`src/rtl/lcd_tgen_pkg.sv`:
```
package lcd_tgen_pkg;

    localparam int unsigned TW     = 11;
    localparam int unsigned CW     = TW + 2;
    localparam int unsigned NSLOT  = 5;
    localparam int unsigned SLOT_W = $clog2(NSLOT);
    localparam int unsigned CODE_W = 3;

    typedef logic [TW-1:0] tval_t;

    typedef struct packed {
        tval_t act;
        tval_t fp;
        tval_t sw;
        tval_t bp;
    } axis_tm_t;

    typedef struct packed {
        axis_tm_t h;
        axis_tm_t v;
    } mode_tm_t;

    typedef mode_tm_t [NSLOT-1:0] tm_tbl_t;

    typedef struct packed {
        logic              ok;
        logic [SLOT_W-1:0] slot;
    } msel_t;

    typedef struct packed {
        logic [CW-1:0] h;
        logic [CW-1:0] v;
    } cnt_t;

    typedef struct packed {
        logic hs_n;
        logic vs_n;
        logic de;
        logic err;
    } pout_t;

    function automatic mode_tm_t mk_mode(input int ha, input int hf, input int hs, input int hb,
                                         input int va, input int vf, input int vs, input int vb);
        mode_tm_t m;
        m.h.act = tval_t'(ha);
        m.h.fp  = tval_t'(hf);
        m.h.sw  = tval_t'(hs);
        m.h.bp  = tval_t'(hb);
        m.v.act = tval_t'(va);
        m.v.fp  = tval_t'(vf);
        m.v.sw  = tval_t'(vs);
        m.v.bp  = tval_t'(vb);
        return m;
    endfunction

    // slot 4: 800x480, 3: 640x480, 2: 480x640, 1: 480x272, 0: 400x240
    localparam tm_tbl_t DEFAULT_TBL = {
        mk_mode(800, 40, 1, 216, 480, 10, 1, 35),
        mk_mode(640, 24, 1, 136, 480, 18, 1, 27),
        mk_mode(480,  2, 1,  43, 640,  4, 1,  8),
        mk_mode(480,  2, 1,  43, 272,  2, 1, 12),
        mk_mode(400, 20, 1, 108, 240,  2, 1, 20)
    };

    function automatic msel_t decode_code(input logic [CODE_W-1:0] c);
        msel_t s;
        s.ok   = 1'b1;
        s.slot = '0;
        case (c)
            3'd0:       s.slot = SLOT_W'(0);
            3'd1, 3'd5: s.slot = SLOT_W'(1);
            3'd4:       s.slot = SLOT_W'(2);
            3'd6:       s.slot = SLOT_W'(3);
            3'd7:       s.slot = SLOT_W'(4);
            default:    s.ok   = 1'b0;
        endcase
        return s;
    endfunction

    function automatic logic [CW-1:0] widen(input tval_t v);
        return CW'(v);
    endfunction

    function automatic logic [CW-1:0] axis_total(input axis_tm_t a);
        return widen(a.act) + widen(a.fp) + widen(a.sw) + widen(a.bp);
    endfunction

    function automatic logic in_sync(input logic [CW-1:0] pos, input axis_tm_t a);
        logic [CW-1:0] lo;
        lo = widen(a.act) + widen(a.fp);
        return (pos >= lo) && (pos < lo + widen(a.sw));
    endfunction

endpackage

```
`src/rtl/lcd_tgen_mode.sv`:
```
module lcd_tgen_mode
    import lcd_tgen_pkg::*;
#(
    parameter tm_tbl_t           TBL        = DEFAULT_TBL,
    parameter logic [CODE_W-1:0] RESET_CODE = 3'd7
) (
    input  logic              clk,
    input  logic              rst_n,
    input  logic [CODE_W-1:0] mode_code,
    input  logic              frame_end,
    output msel_t             sel_q,
    output msel_t             sel_d,
    output mode_tm_t          tm_q,
    output mode_tm_t          tm_d
);

    function automatic mode_tm_t pick(input msel_t s);
        mode_tm_t t;
        t = TBL[0];
        for (int i = 0; i < NSLOT; i++) begin
            if (s.slot == SLOT_W'(i)) t = TBL[i];
        end
        return t;
    endfunction

    always_comb begin
        sel_d = sel_q;
        // A valid mode reloads only at the frame wrap; an invalid one retries every clock.
        if (frame_end || !sel_q.ok) begin
            sel_d = decode_code(mode_code);
        end
    end

    assign tm_q = pick(sel_q);
    assign tm_d = pick(sel_d);

    always_ff @(posedge clk or negedge rst_n) begin
        if (!rst_n) begin
            sel_q <= decode_code(RESET_CODE);
        end else begin
            sel_q <= sel_d;
        end
    end

endmodule

```
`src/rtl/lcd_tgen_cnt.sv`:
```
module lcd_tgen_cnt
    import lcd_tgen_pkg::*;
(
    input  logic     clk,
    input  logic     rst_n,
    input  mode_tm_t tm,
    input  logic     run,
    output cnt_t     cnt_q,
    output cnt_t     cnt_d,
    output logic     frame_end
);

    logic [CW-1:0] h_last;
    logic [CW-1:0] v_last;
    logic          line_end;

    always_comb begin
        h_last    = axis_total(tm.h) - CW'(1);
        v_last    = axis_total(tm.v) - CW'(1);
        line_end  = run && (cnt_q.h == h_last);
        frame_end = line_end && (cnt_q.v == v_last);

        cnt_d = cnt_q;
        if (!run) begin
            cnt_d.h = '0;
            cnt_d.v = '0;
        end else if (line_end) begin
            cnt_d.h = '0;
            cnt_d.v = (cnt_q.v == v_last) ? '0 : cnt_q.v + CW'(1);
        end else begin
            cnt_d.h = cnt_q.h + CW'(1);
        end
    end

    always_ff @(posedge clk or negedge rst_n) begin
        if (!rst_n) begin
            cnt_q <= '0;
        end else begin
            cnt_q <= cnt_d;
        end
    end

endmodule

```
`src/rtl/lcd_tgen_out.sv`:
```
module lcd_tgen_out
    import lcd_tgen_pkg::*;
#(
    parameter logic RESET_ERR = 1'b0
) (
    input  logic     clk,
    input  logic     rst_n,
    input  cnt_t     cnt_d,
    input  mode_tm_t tm_d,
    input  logic     ok_d,
    input  logic     standby,
    output pout_t    pout_q
);

    pout_t pout_d;

    always_comb begin
        pout_d.err  = !ok_d;
        pout_d.hs_n = 1'b1;
        pout_d.vs_n = 1'b1;
        pout_d.de   = 1'b0;
        if (ok_d && !standby) begin
            pout_d.hs_n = !in_sync(cnt_d.h, tm_d.h);
            pout_d.vs_n = !in_sync(cnt_d.v, tm_d.v);
            pout_d.de   = (cnt_d.h < widen(tm_d.h.act)) && (cnt_d.v < widen(tm_d.v.act));
        end
    end

    always_ff @(posedge clk or negedge rst_n) begin
        if (!rst_n) begin
            pout_q <= '{hs_n: 1'b1, vs_n: 1'b1, de: 1'b0, err: RESET_ERR};
        end else begin
            pout_q <= pout_d;
        end
    end

endmodule

```
`src/rtl/lcd_tgen.sv`:
```
module lcd_tgen
    import lcd_tgen_pkg::*;
#(
    parameter tm_tbl_t           TBL        = DEFAULT_TBL,
    parameter logic [CODE_W-1:0] RESET_CODE = 3'd7
) (
    input  logic              clk,
    input  logic              rst_n,
    input  logic [CODE_W-1:0] mode_code,
    input  logic              standby,
    output logic [CW-1:0]     hcount,
    output logic [CW-1:0]     vcount,
    output logic              hsync_n,
    output logic              vsync_n,
    output logic              de,
    output logic              mode_err
);

    localparam msel_t RESET_SEL = decode_code(RESET_CODE);

    msel_t               sel_q;
    msel_t               sel_d;
    mode_tm_t            tm_q;
    mode_tm_t            tm_d;
    cnt_t                cnt_q;
    cnt_t                cnt_d;
    logic                frame_end;
    pout_t               pout_q;
    logic [SLOT_W-1:0]   cur_slot;

    lcd_tgen_mode #(
        .TBL        (TBL),
        .RESET_CODE (RESET_CODE)
    ) u_mode (
        .clk       (clk),
        .rst_n     (rst_n),
        .mode_code (mode_code),
        .frame_end (frame_end),
        .sel_q     (sel_q),
        .sel_d     (sel_d),
        .tm_q      (tm_q),
        .tm_d      (tm_d)
    );

    lcd_tgen_cnt u_cnt (
        .clk       (clk),
        .rst_n     (rst_n),
        .tm        (tm_q),
        .run       (sel_q.ok),
        .cnt_q     (cnt_q),
        .cnt_d     (cnt_d),
        .frame_end (frame_end)
    );

    lcd_tgen_out #(
        .RESET_ERR (!RESET_SEL.ok)
    ) u_out (
        .clk     (clk),
        .rst_n   (rst_n),
        .cnt_d   (cnt_d),
        .tm_d    (tm_d),
        .ok_d    (sel_d.ok),
        .standby (standby),
        .pout_q  (pout_q)
    );

    assign cur_slot = sel_q.slot;
    assign hcount   = cnt_q.h;
    assign vcount   = cnt_q.v;
    assign hsync_n  = pout_q.hs_n;
    assign vsync_n  = pout_q.vs_n;
    assign de       = pout_q.de;
    assign mode_err = pout_q.err;

endmodule

```
`config.mk`:
```
export PLATFORM = sky130hd
export DESIGN_NAME = lcd_tgen
export DESIGN_NICKNAME = d
export VERILOG_FILES = /design/src/rtl/lcd_tgen_pkg.sv /design/src/rtl/lcd_tgen_mode.sv /design/src/rtl/lcd_tgen_cnt.sv /design/src/rtl/lcd_tgen_out.sv /design/src/rtl/lcd_tgen.sv
export SDC_FILE = /design/constraint.sdc
export NUM_CORES = 1
export LEC_CHECK = 0
export BUFFER_PORTS_ARGS = -buffer_cell sky130_fd_sc_hd__buf_2
export CORE_AREA = 5 5 97 99
export CTS_BUF_LIST = sky130_fd_sc_hd__clkbuf_8
export CTS_CLUSTER_DIAMETER = 30
export CTS_CLUSTER_SIZE = 24
export DETAILED_ROUTE_END_ITERATION = 10
export DIE_AREA = 0 0 102 104
export SYNTH_ARGS = -nofsm -noshare
export SYNTH_HDL_FRONTEND = slang
export SYNTH_SLANG_ARGS = --single-unit
export TNS_END_PERCENT = 10
```
`constraint.sdc`:
```
create_clock -name clk -period 18.86 [get_ports clk]
set_clock_uncertainty 0.05 [all_clocks]
set_input_delay 3.772 -clock clk [delete_from_list [all_inputs] [get_ports clk]]
set_output_delay 3.772 -clock clk [all_outputs]
set_load 0.02 [all_outputs]
```
==> results by group, run 1 <==
Timing
  • Slew @ Worst Pin: 0.822 ns
  • Setup violations, final: 0
  • RSZ-0062 raised after global routing: no
  • Final Hold Violating Endpoints: 0
  • Final period utilization: 38.3%
  • Hold WS: 0.576 ns
  • Min Clock Period, post-route: 7.22 ns
  • Total negative setup slack: 0 ns
  • FMAX: 139 MHz
  • Max-slew violations: 0
  • Worst relative slew slack: 45.2%

Synthesis
  • Top post-synthesis cells by area: dfrtp_1, ha_1, xor2_1
  • Top post-synthesis cells by count: ha_1, nor2_1, dfrtp_1
  • Main synth FF type: dfrtp_1
  • Gate Count Post-Synth: 411
  • Seq/Total Area, Yosys: 23.4%
  • EDFF count, synth: 0
  • Post-synthesis register bit count: 34
  • Mapped Avg Cell Area: 8.89 sq um
  • Yosys top cell area share: 20.6%
  • Unique masters post-synth: 76
  • Synth warn: 0
  • Count leader, synth: ha_1
  • Mapped Area: 0.00365 sq mm
  • Async SR Flop Fraction: 100%
  • Area leader, netlist: dfrtp_1

Global routing
  • Antenna violations before repair: 0
  • Largest net degree at the start of global routing: 35
  • GRT overflow: 0
  • First-pass GRT wire length: 16,000 um
  • Vias in the first global route: 3,144
  • Total track usage: 18.9%

Placed design
  • Port bufs: 35
  • GPL Wtd Cong: 0.833
  • Hpwl dp: 7520 um

Layout
  • Area delta synth->final: 8.36%
  • Layout cells sized above 1: 16.6%
  • Final Core Density: 46.7%
  • Antenna diode count: 0
  • Nets: 494

Worst setup path
  • Critical Path RT: 19.02 ns
  • Critical path class: reg2reg
  • Arr. time, crit path: 7.37 ns
  • Crit path capture type: register
  • Startpoint Class: register
  • Worst-path fanout max: 29

Floorplan
  • CORE AREA: 0.00847 sq mm
  • Chip Height: 104 um
  • Die width: 102 um
  • Die Area: 0.0106 sq mm
  • Starting density of the core: 43.1%
  • Placement Rows: 34
  • I/O Pins: 36

CTS
  • Postcts setup bufs: 0
  • Num CTS Buffers: 5
  • H-tree levels: 2
  • Cts repair resizes: 0
  • CTS root buffer: clkbuf_8
  • CTS tree: yes
  • Worst skew pair latency: 0.29 ns
  • Worst-path clk slew: 0.08 ns
  • CTS max path bufs: 2
  • Hold_buf cts: 0
  • Clock sink total: 34

Drt
  • Vias per cell: 5.69
  • Post-Route WL: 9550 um
  • Routed vias: 3,119
  • Iteration-0 DRC Markers: 93
  • Avg WL per Cell: 17.4 um
  • Post-route ant nets: 0
  • Drt drc: 0
  • DRT Pass-1 Iters: 4

Status
  • Status: finished, final reports clean

Power
  • Peak supply drop: 0.0926 mV
  • Pwr/cell area: 90.0 mW/mm^2
  • Leakage: 1.89 nW

Run
  • Max Cap Viol: 0

Hold path
  • Worst Hold Class: reg2reg
-- metrics by stage --
stage	setup slack, ns	power (mW)	instances	area, sq um
finish	11.64	0.356	548	3960
global route	11.21	0.391	548	3960
CTS	11.71	0.358	548	3960
detailed placement	11.75	0.302	540	3870
global placement	11.66	0.299	540	3870
floorplan	12.60	0.252	412	3660
-- state kept, by name (all words and copies together), names as in the netlist --
signal and count:
u_out.pout_q 4, u_cnt.cnt_q 26, u_mode.sel_q 4
-- cells in the final DEF, fill, tap and decap left out, types with 3 or more instances in the layout --
cell	n
inv_1	20
xor2_1	23
nor3b_1	3
nand3_1	11
o21ai_1	3
mux2i_1	10
and3b_1	3
buf_2	35
xnor2_1	19
mux2_2	3
nand2b_1	8
or3_1	3
a21oi_1	16
dfrtp_1	30
nor4_1	4
nand4_1	12
clkbuf_8	5
a211o_1	4
or4_1	3
o22ai_1	3
nor2_1	43
and3_1	7
ha_1	47
and2_1	5
o21ai_0	11
nand2_1	22
dfstp_2	4
inv_2	3
o21bai_1	3
nor2b_1	10
nand4b_1	6
nor3_1	6
-- area by class of cell --
cell class                 count  area, sq um
timing repair buffer          36          183
sequential                    34          856
clock buffer                   5         68.8
inverter                      23         91.3
clock inverter                 3         17.5
fill                         828         4510
multi-input combinational    339         2610
tap                          108          135
-- where the power goes --
group / internal (mW) / leakage [nW] / total (mW) / switching (mW)
logic: 0.0793 / 1.40 / 0.194 / 0.115
registers: 0.0833 / 0.440 / 0.107 / 0.0240
clock network: 0.0255 / 0.0493 / 0.0546 / 0.0291
total: 0.188 / 1.89 / 0.356 / 0.168
-- critical path: stages, from the launching register on --
cell and delay, ns:
dfrtp_1 0.59, or3_1 0.44, and2_1 0.27, inv_1 0.09, ha_1 0.23, ha_1 0.34
fa_1 0.56, xnor2_1 0.12, nand4_1 0.14, a221o_1 0.34, nand2b_4 0.18, nor3_1 0.28
o2111ai_2 0.25, nand2_2 0.56, mux2i_1 0.70, nor2_1 0.09, ha_1 0.20, or4b_2 0.67
or4_1 0.54, or4_1 0.49
-- kinds of logic (layout without fill, tap and decap cells) --
logic type / Yosys count / in the layout / share of synthesized area [%]
and+or+nand+nor: 164 / 164 / 25.8
AOI/OAI and AO/OA: 65 / 65 / 12.9
adders and majority gates: 49 / 49 / 17.2
xor gates and xnor gates: 43 / 43 / 10.5
buffers and inverters: 39 / 67 / 5.31
DFF: 34 / 34 / 23.4
muxes: 16 / 16 / 4.73
other: 1 / 2 / 0.103
-- worst paths after layout --
kind / from / to / slack, ns / cells after the start
setup / recovery: u_mode.sel_q[1] / u_out.pout_q[3] / 11.64 / 19
hold / removal: u_cnt.cnt_q[24] / u_cnt.cnt_q[24] / 0.58 / 2
setup reg to reg: u_mode.sel_q[1] / u_out.pout_q[3] / 11.64 / 19
hold reg to reg: u_cnt.cnt_q[24] / u_cnt.cnt_q[24] / 0.58 / 2
max in group asynchronous: rst_n / u_mode.sel_q[0] / 14.71 / 1
min in group asynchronous: rst_n / u_cnt.cnt_q[25] / 3.52 / 1
-- layer usage --
metal  global-route usage [%]  share of wire, %
met3                     2.48               3.8
met4                     4.22              0.95
met5                        0                 0
met2                     31.1                47
met1                     26.1                48
Power figures use the tool's default switching activity.
==> run 2: changes to the inputs <==
ABC_AREA = 1   (was unset)
CORE_AREA = 5 5 99 101   (was 5 5 97 99)
DIE_AREA = 0 0 104 106   (was 0 0 102 104)
clock period = 6.6 ns   (was 18.86 ns; I/O delays follow)
==> results by group, run 2 <==
Status
  • Status: finished, final reports clean (unchanged)

Global routing
  • Largest net degree at the start of global routing: 35 (unchanged)
  • Met3 Usage GRT: 1.21% (was 2.48%)
  • Antenna violations before repair: 0 (unchanged)
  • First-pass GRT wire length: 17,100 um (was 16,000 um)
  • GR Layer Usage met2: 32.4% (was 31.1%)
  • GRT overflow: 0 (unchanged)
  • GR peak layer: met2 (unchanged)
  • Total track usage: 18.6% (was 18.9%)
  • Vias in the first global route: 3,474 (was 3,144)
  • Met1 usage in global routing: 24.7% (was 26.1%)

Placed design
  • Port bufs: 35 (unchanged)
  • DP Area: 0.00413 sq mm (was 0.00387 sq mm)
  • GPL Wtd Cong: 0.914 (was 0.833)
  • Hpwl dp: 8560 um (was 7520 um)

Drt
  • Vias per cell: 5.13 (was 5.69)
  • Routed vias: 3,685 (was 3,119)
  • Drt drc: 0 (unchanged)
  • Avg WL per Cell: 14.2 um (was 17.4 um)
  • Post-route ant nets: 0 (unchanged)
  • DRT Pass-1 Iters: 5 (was 4)
  • Iteration-0 DRC Markers: 207 (was 93)
  • Post-Route WL: 10,200 um (was 9550 um)

Layout
  • Layout cells sized above 1: 14.0% (was 16.6%)
  • Number of flip-flops in the largest register: 26 (unchanged)
  • Final Core Density: 47.4% (was 46.7%)
  • Nets: 662 (was 494)
  • Most common cell after layout, fill and taps aside: nand2_1 (was ha_1)
  • Largest registers: u_cnt.cnt_q x26, u_mode.sel_q x4, u_out.pout_q x4 (unchanged)
  • Area delta synth->final: 11.1% (was 8.36%)
  • Antenna diode count: 0 (unchanged)
  • Most frequent cells in the layout: nand2_1, inv_1, nor2_1, nand3_1, ha_1 (was ha_1, nor2_1, buf_2, dfrtp_1, xor2_1)
  • Final Instance Area: 0.00424 sq mm (was 0.00396 sq mm)
  • Largest Register: u_cnt.cnt_q (unchanged)

Worst setup path
  • Critical Path RT: 6.74 ns (was 19.02 ns)
  • Crit path from: u_mode.sel_q[2] (was u_mode.sel_q[1])
  • Reg2reg setup slack: 0.97 ns (was 11.64 ns)
  • Worst Reg-to-Reg Cells: 30 (was 19)
  • CP Buf/Inv Count: 3 (was 1)
  • Levels on crit path: 30 (was 19)
  • Critical path class: reg2reg (unchanged)
  • Worst-path fanout max: 13 (was 29)
  • Arr. time, crit path: 5.77 ns (was 7.37 ns)
  • Critical path endpoint: u_out.pout_q[2] (was u_out.pout_q[3])
  • Crit path capture type: register (unchanged)
  • R2R Path End: u_out.pout_q[2] (was u_out.pout_q[3])
  • Worst R2R Start: u_mode.sel_q[2] (was u_mode.sel_q[1])
  • Startpoint Class: register (unchanged)
  • Kind of cell adding the most delay to the critical path: simple AND/OR/NAND/NOR gates (unchanged)
  • Critical Path Max Stage Delay: 0.62 ns (was 0.70 ns)
  • CP max stage cell: dfstp_2 (was mux2i_1)

Synthesis
  • Count leader, synth: nand2_1 (was ha_1)
  • Synth warn: 0 (unchanged)
  • Mapped Area: 0.00381 sq mm (was 0.00365 sq mm)
  • Top post-synthesis cells by area: dfrtp_1, ha_1, nand2_1 (was dfrtp_1, ha_1, xor2_1)
  • Unique masters post-synth: 41 (was 76)
  • Post-synthesis register bit count: 34 (unchanged)
  • Seq/Total Area, Yosys: 22.4% (was 23.4%)
  • Yosys top cell area share: 19.7% (was 20.6%)
  • Async SR Flop Fraction: 100% (unchanged)
  • Main synth FF type: dfrtp_1 (unchanged)
  • EDFF count, synth: 0 (unchanged)
  • Mapped Avg Cell Area: 6.75 sq um (was 8.89 sq um)
  • Top post-synthesis cells by count: nand2_1, inv_1, nor2_1 (was ha_1, nor2_1, dfrtp_1)
  • Area leader, netlist: dfrtp_1 (unchanged)
  • Gate Count Post-Synth: 565 (was 411)

Floorplan
  • Die width: 104 um (was 102 um)
  • Placement Rows: 35 (was 34)
  • Die Area: 0.0110 sq mm (was 0.0106 sq mm)
  • CORE AREA: 0.00893 sq mm (was 0.00847 sq mm)
  • I/O Pins: 36 (unchanged)
  • Chip Height: 106 um (was 104 um)
  • Starting density of the core: 42.7% (was 43.1%)

Timing
  • FMAX: 178 MHz (was 139 MHz)
  • Worst relative slew slack: 48.9% (was 45.2%)
  • Setup violations, final: 0 (unchanged)
  • Min Clock Period, post-route: 5.63 ns (was 7.22 ns)
  • Max-slew violations: 0 (unchanged)
  • Final Hold Violating Endpoints: 0 (unchanged)
  • Hold WS: 0.588 ns (was 0.576 ns)
  • Slew @ Worst Pin: 0.767 ns (was 0.822 ns)
  • RSZ-0062 raised after global routing: no (unchanged)
  • Total negative setup slack: 0 ns (unchanged)
  • Final period utilization: 85.3% (was 38.3%)

Power
  • PnR Total Power: 1.18 mW (was 0.356 mW)
  • Pwr/cell area: 278 mW/mm^2 (was 90.0 mW/mm^2)
  • Leakage: 2.41 nW (was 1.89 nW)
  • Peak supply drop: 0.180 mV (was 0.0926 mV)

CTS
  • CTS root buffer: clkbuf_8 (unchanged)
  • CTS max path bufs: 2 (unchanged)
  • Cts repair resizes: 0 (unchanged)
  • Worst skew pair latency: 0.29 ns (about the same)
  • Worst-path clk slew: 0.07 ns (was 0.08 ns)
  • Postcts setup bufs: 0 (unchanged)
  • H-tree levels: 2 (unchanged)
  • Hold_buf cts: 0 (unchanged)
  • Num CTS Buffers: 5 (unchanged)
  • CTS tree: yes (unchanged)
  • Clock sink total: 34 (unchanged)

Run
  • Max Cap Viol: 0 (unchanged)

Hold path
  • Worst Hold Class: reg2reg (unchanged)
run 2: cell types whose count changed in the layout (fill, tap and decap cells not counted), sizes merged, moves of 7 or more:
cell and change:
xnor2 -14, nand2 +118, xor2 -11, nor2 +27
inv +84, mux2i -12, nor2b -10, nor3 +7
nand2b -9, nand3 +49
run 2: how the worst min path moves through the flow:
stage	start	to	depth (start not counted)
after CTS	u_mode.sel_q[2]	u_mode.sel_q[2]	2
after global placement	u_mode.sel_q[2]	u_mode.sel_q[2]	2
final	u_mode.sel_q[2]	u_mode.sel_q[2]	2
after global routing	u_mode.sel_q[2]	u_mode.sel_q[2]	2
after floorplan	u_mode.sel_q[3]	u_mode.sel_q[2]	2
after detailed placement	u_mode.sel_q[2]	u_mode.sel_q[2]	2
run 2: routing by layer:
metal	up-vias	part of all wire [%]
li1	1912	-
met1	1671	46
met2	90	48
met3	12	4.0
met4	0	1.5
met5	-	0
run 2: power breakdown:
part / switching [mW] / total (mW) / internal (mW)
registers: 0.0671 / 0.313 / 0.246
clock network: 0.0763 / 0.186 / 0.110
logic: 0.433 / 0.678 / 0.245
run 2: cell type report:
| cell class | instances | area (sq um) |
|---|---|---|
| clock inverters | 3 | 37.5 |
| clock buffers | 5 | 68.8 |
| inverters | 105 | 402 |
| repair buffers | 36 | 183 |
| flip-flops and latches | 34 | 856 |
| multi-input cells | 425 | 2550 |
| well taps | 111 | 139 |
| fillers | 941 | 4700 |
run 2: cells by family after synthesis:
| group | Yosys count | share of synthesized area (%) |
|---|---|---|
| AND/OR/NAND/NOR | 317 | 39.8 |
| buffers and inverters | 107 | 10.8 |
| adder cells (fa/ha/maj) | 49 | 16.5 |
| AO/OA/AOI/OAI | 38 | 5.71 |
| flip-flops | 34 | 22.4 |
| XOR/XNOR | 19 | 4.72 |
| other | 1 | 0.0983 |
run 2: worst reg2reg max path: cells and delay by family, from the launching register on:
family	cells	cell delay, ns
DFF	1	0.62
buffers and inverters	3	0.22
and+or+nand+nor	17	2.00
AOI/OAI and AO/OA	3	0.51
xor gates and xnor gates	1	0.17
adders and majority gates	6	1.96
run 2: through the flow:
stage | cells | setup WS (ns)
2_1_floorplan | 566 | 1.63
3_3_place_gp | 711 | 1.10
3_5_place_dp | 711 | 1.03
4_1_cts | 719 | 0.965
5_1_grt | 719 | 0.398
6_report | 719 | 0.973
==> run 3: changes to the inputs <==
CORE_AREA = 5 5 159 161   (was 5 5 99 101)
DIE_AREA = 0 0 164 166   (was 0 0 104 106)
SYNTH_HIERARCHICAL = 1   (was unset)
==> results by group, run 3 <==
Placed design
  • GPL Wtd Cong: 0.887 (was 0.914)
  • Hpwl dp: 21,000 um (was 8560 um)
  • Setup WS pre-CTS: -0.403 ns (was 1.03 ns)
  • Port bufs: 35 (unchanged)
  • DP Area: 0.0113 sq mm (was 0.00413 sq mm)

Timing
  • Final period utilization: 100% (was 85.3%)
  • Worst relative slew slack: 50.3% (was 48.9%)
  • Max-slew violations: 0 (unchanged)
  • Final Worst Setup Slack: -0.0178 ns (was 0.973 ns)
  • Setup violations, final: 2 (was 0)
  • FMAX: 151 MHz (was 178 MHz)
  • Final Hold Violating Endpoints: 0 (unchanged)
  • Min Clock Period, post-route: 6.62 ns (was 5.63 ns)
  • Slew @ Worst Pin: 0.745 ns (was 0.767 ns)
  • RSZ-0062 raised after global routing: yes (was no)
  • Total negative setup slack: -0.0339 ns (was 0 ns)

Worst setup path
  • Critical Path RT: 6.77 ns (was 6.74 ns)
  • Kind of cell adding the most delay to the critical path: adder cells (was simple AND/OR/NAND/NOR gates)
  • CP max stage cell: fa_2 (was dfstp_2)
  • Crit path capture type: register (unchanged)
  • Critical Path Max Stage Delay: 0.59 ns (was 0.62 ns)
  • CP Buf/Inv Count: 8 (was 3)
  • Worst-path fanout max: 5 (was 13)
  • Startpoint Class: register (unchanged)
  • Critical path class: reg2reg (unchanged)
  • Arr. time, crit path: 6.79 ns (was 5.77 ns)
  • Critical Path Most Common Cell: nand2_1

CTS
  • H-tree levels: 2 (unchanged)
  • CTS tree: yes (unchanged)
  • Clock sink total: 34 (unchanged)
  • CTS root buffer: clkbuf_8 (unchanged)
  • Num CTS Buffers: 5 (unchanged)
  • Worst skew pair latency: 0.29 ns (about the same)
  • Worst-path clk slew: 0.07 ns (about the same)
  • CTS max path bufs: 2 (unchanged)

Drt
  • DRT Pass-1 Iters: 5 (unchanged)
  • Vias per cell: 4.59 (was 5.13)
  • Drt drc: 0 (unchanged)
  • Post-Route WL: 24,200 um (was 10,200 um)
  • Iteration-0 DRC Markers: 317 (was 207)
  • Post-route ant nets: 0 (unchanged)
  • Avg WL per Cell: 11.7 um (was 14.2 um)
  • Routed vias: 9,514 (was 3,685)

Synthesis
  • Synth warn: 6 (was 0)
  • Mapped Avg Cell Area: 6.48 sq um (was 6.75 sq um)
  • Gate Count Post-Synth: 1,604 (was 565)
  • Mapped Area: 0.0104 sq mm (was 0.00381 sq mm)

Global routing
  • Largest net degree at the start of global routing: 35 (unchanged)
  • Met3 Usage GRT: 0.422% (was 1.21%)
  • Total track usage: 17.8% (was 18.6%)
  • Antenna violations before repair: 1 (was 0)
  • GR Layer Usage met2: 32.5% (was 32.4%)
  • GRT overflow: 0 (unchanged)
  • Vias in the first global route: 9,224 (was 3,474)
  • GR peak layer: met2 (unchanged)
  • Met1 usage in global routing: 22.8% (was 24.7%)
  • First-pass GRT wire length: 41,100 um (was 17,100 um)

Floorplan
  • Chip Height: 166 um (was 106 um)
  • CORE AREA: 0.0238 sq mm (was 0.00893 sq mm)
  • Starting density of the core: 43.6% (was 42.7%)
  • Die Area: 0.0272 sq mm (was 0.0110 sq mm)
  • Die width: 164 um (was 104 um)
  • I/O Pins: 36 (unchanged)
  • Placement Rows: 57 (was 35)

Layout
  • Most frequent cells in the layout: nand2_1, inv_1, ha_1, nor2_1, buf_4 (was nand2_1, inv_1, nor2_1, nand3_1, ha_1)
  • Area delta synth->final: 16.8% (was 11.1%)
  • Final Instance Area: 0.0121 sq mm (was 0.00424 sq mm)
  • Number of flip-flops in the largest register: 26 (unchanged)
  • Largest registers: u_cnt/cnt_q x26, u_mode/sel_q x4, u_out/pout_q x4 (was u_cnt.cnt_q x26, u_mode.sel_q x4, u_out.pout_q x4)
  • Fillers: 2,409 (was 941)
  • Most common cell after layout, fill and taps aside: nand2_1 (unchanged)
  • Largest Register: u_cnt/cnt_q (was u_cnt.cnt_q)
  • Layout cells sized above 1: 19.4% (was 14.0%)
  • Nets: 1,965 (was 662)

Power
  • Peak supply drop: 0.112 mV (was 0.180 mV)
  • Leakage: 6.88 nW (was 2.41 nW)
  • Pwr/cell area: 276 mW/mm^2 (was 278 mW/mm^2)

Status
  • Failing checks: setup timing
  • Status: finished with violations (was finished, final reports clean)

Hold path
  • Worst Hold Class: reg2reg (unchanged)

Run
  • Max Cap Viol: 0 (unchanged)
==> run 3: cell types whose count changed in the layout (fill, tap and decap cells not counted), sizes merged, moves of 8 or more <==
cell | before | now
a21oi | 14 | 66
o21ai | 15 | 26
nand2 | 142 | 405
inv | 107 | 314
o21bai | 0 | 8
xnor2 | 5 | 25
nor2 | 70 | 165
fa | 2 | 46
nand4 | 15 | 26
buf | 36 | 173
nand3 | 60 | 117
conb | 2 | 99
xor2 | 13 | 42
ha | 47 | 166
==> run 3: final cells by class <==
cell class                 count  area, sq um  share of cell area [%]
antenna                        1         2.50                  0.0206
clock buffer                   6         82.6                   0.681
clock inverter                 2         8.76                  0.0722
inverter                     314         1190                    9.79
multi-input combinational   1219         8360                    68.9
sequential                    34          856                    7.05
tap                          324          405                    3.34
timing repair buffer         173         1230                    10.1
==> run 3: worst paths after layout <==
path	from	end	slack, ns	cells past startpoint
min in group asynchronous	rst_n	u_out/pout_q[1]	1.04	1
worst max-delay path	u_mode/sel_q[2]	u_out/pout_q[3]	-0.02	46
worst max register to register	u_mode/sel_q[2]	u_out/pout_q[3]	-0.02	46
worst min register to register	u_cnt/cnt_q[13]	u_cnt/cnt_q[13]	0.57	1
max in group asynchronous	rst_n	u_cnt/cnt_q[3]	4.97	1
worst min-delay path	u_cnt/cnt_q[13]	u_cnt/cnt_q[13]	0.57	1
==> run 3: repair_timing <==
action | 4_1_cts | 5_1_grt
pin swaps | 50 | 70
setup endpoints to repair | 2 | 2
setup buffers | 15 | 6
resized for setup | 54 | 83
hold buffers | 0 | 0
==> run 3: metal layers <==
| layer | vias to the layer above | routed length (um) |
|---|---|---|
| li1 | 5050 | - |
| met1 | 4308 | 11000 |
| met4 | 0 | 558 |
| met5 | - | 0 |
| met3 | 33 | 465 |
| met2 | 123 | 12200 |
==> run 3: power by group <==
group          internal, mW  leakage, nW  switching [mW]
Sequential            0.236        0.442          0.0420
Combinational          1.27         6.38            1.64
Clock                0.0826       0.0524          0.0750
==> run 3: stage by stage <==
step	hold slack [ns]	instances	total power [mW]	util, %
3_5_place_dp	0.518	2043	2.87	47.3
3_3_place_gp	0.521	2043	2.82	47.3
4_1_cts	0.568	2066	3.17	49.2
5_1_grt	0.599	2073	3.78	50.9
2_1_floorplan	0.489	1701	2.21	-
6_report	0.567	2073	3.35	50.9
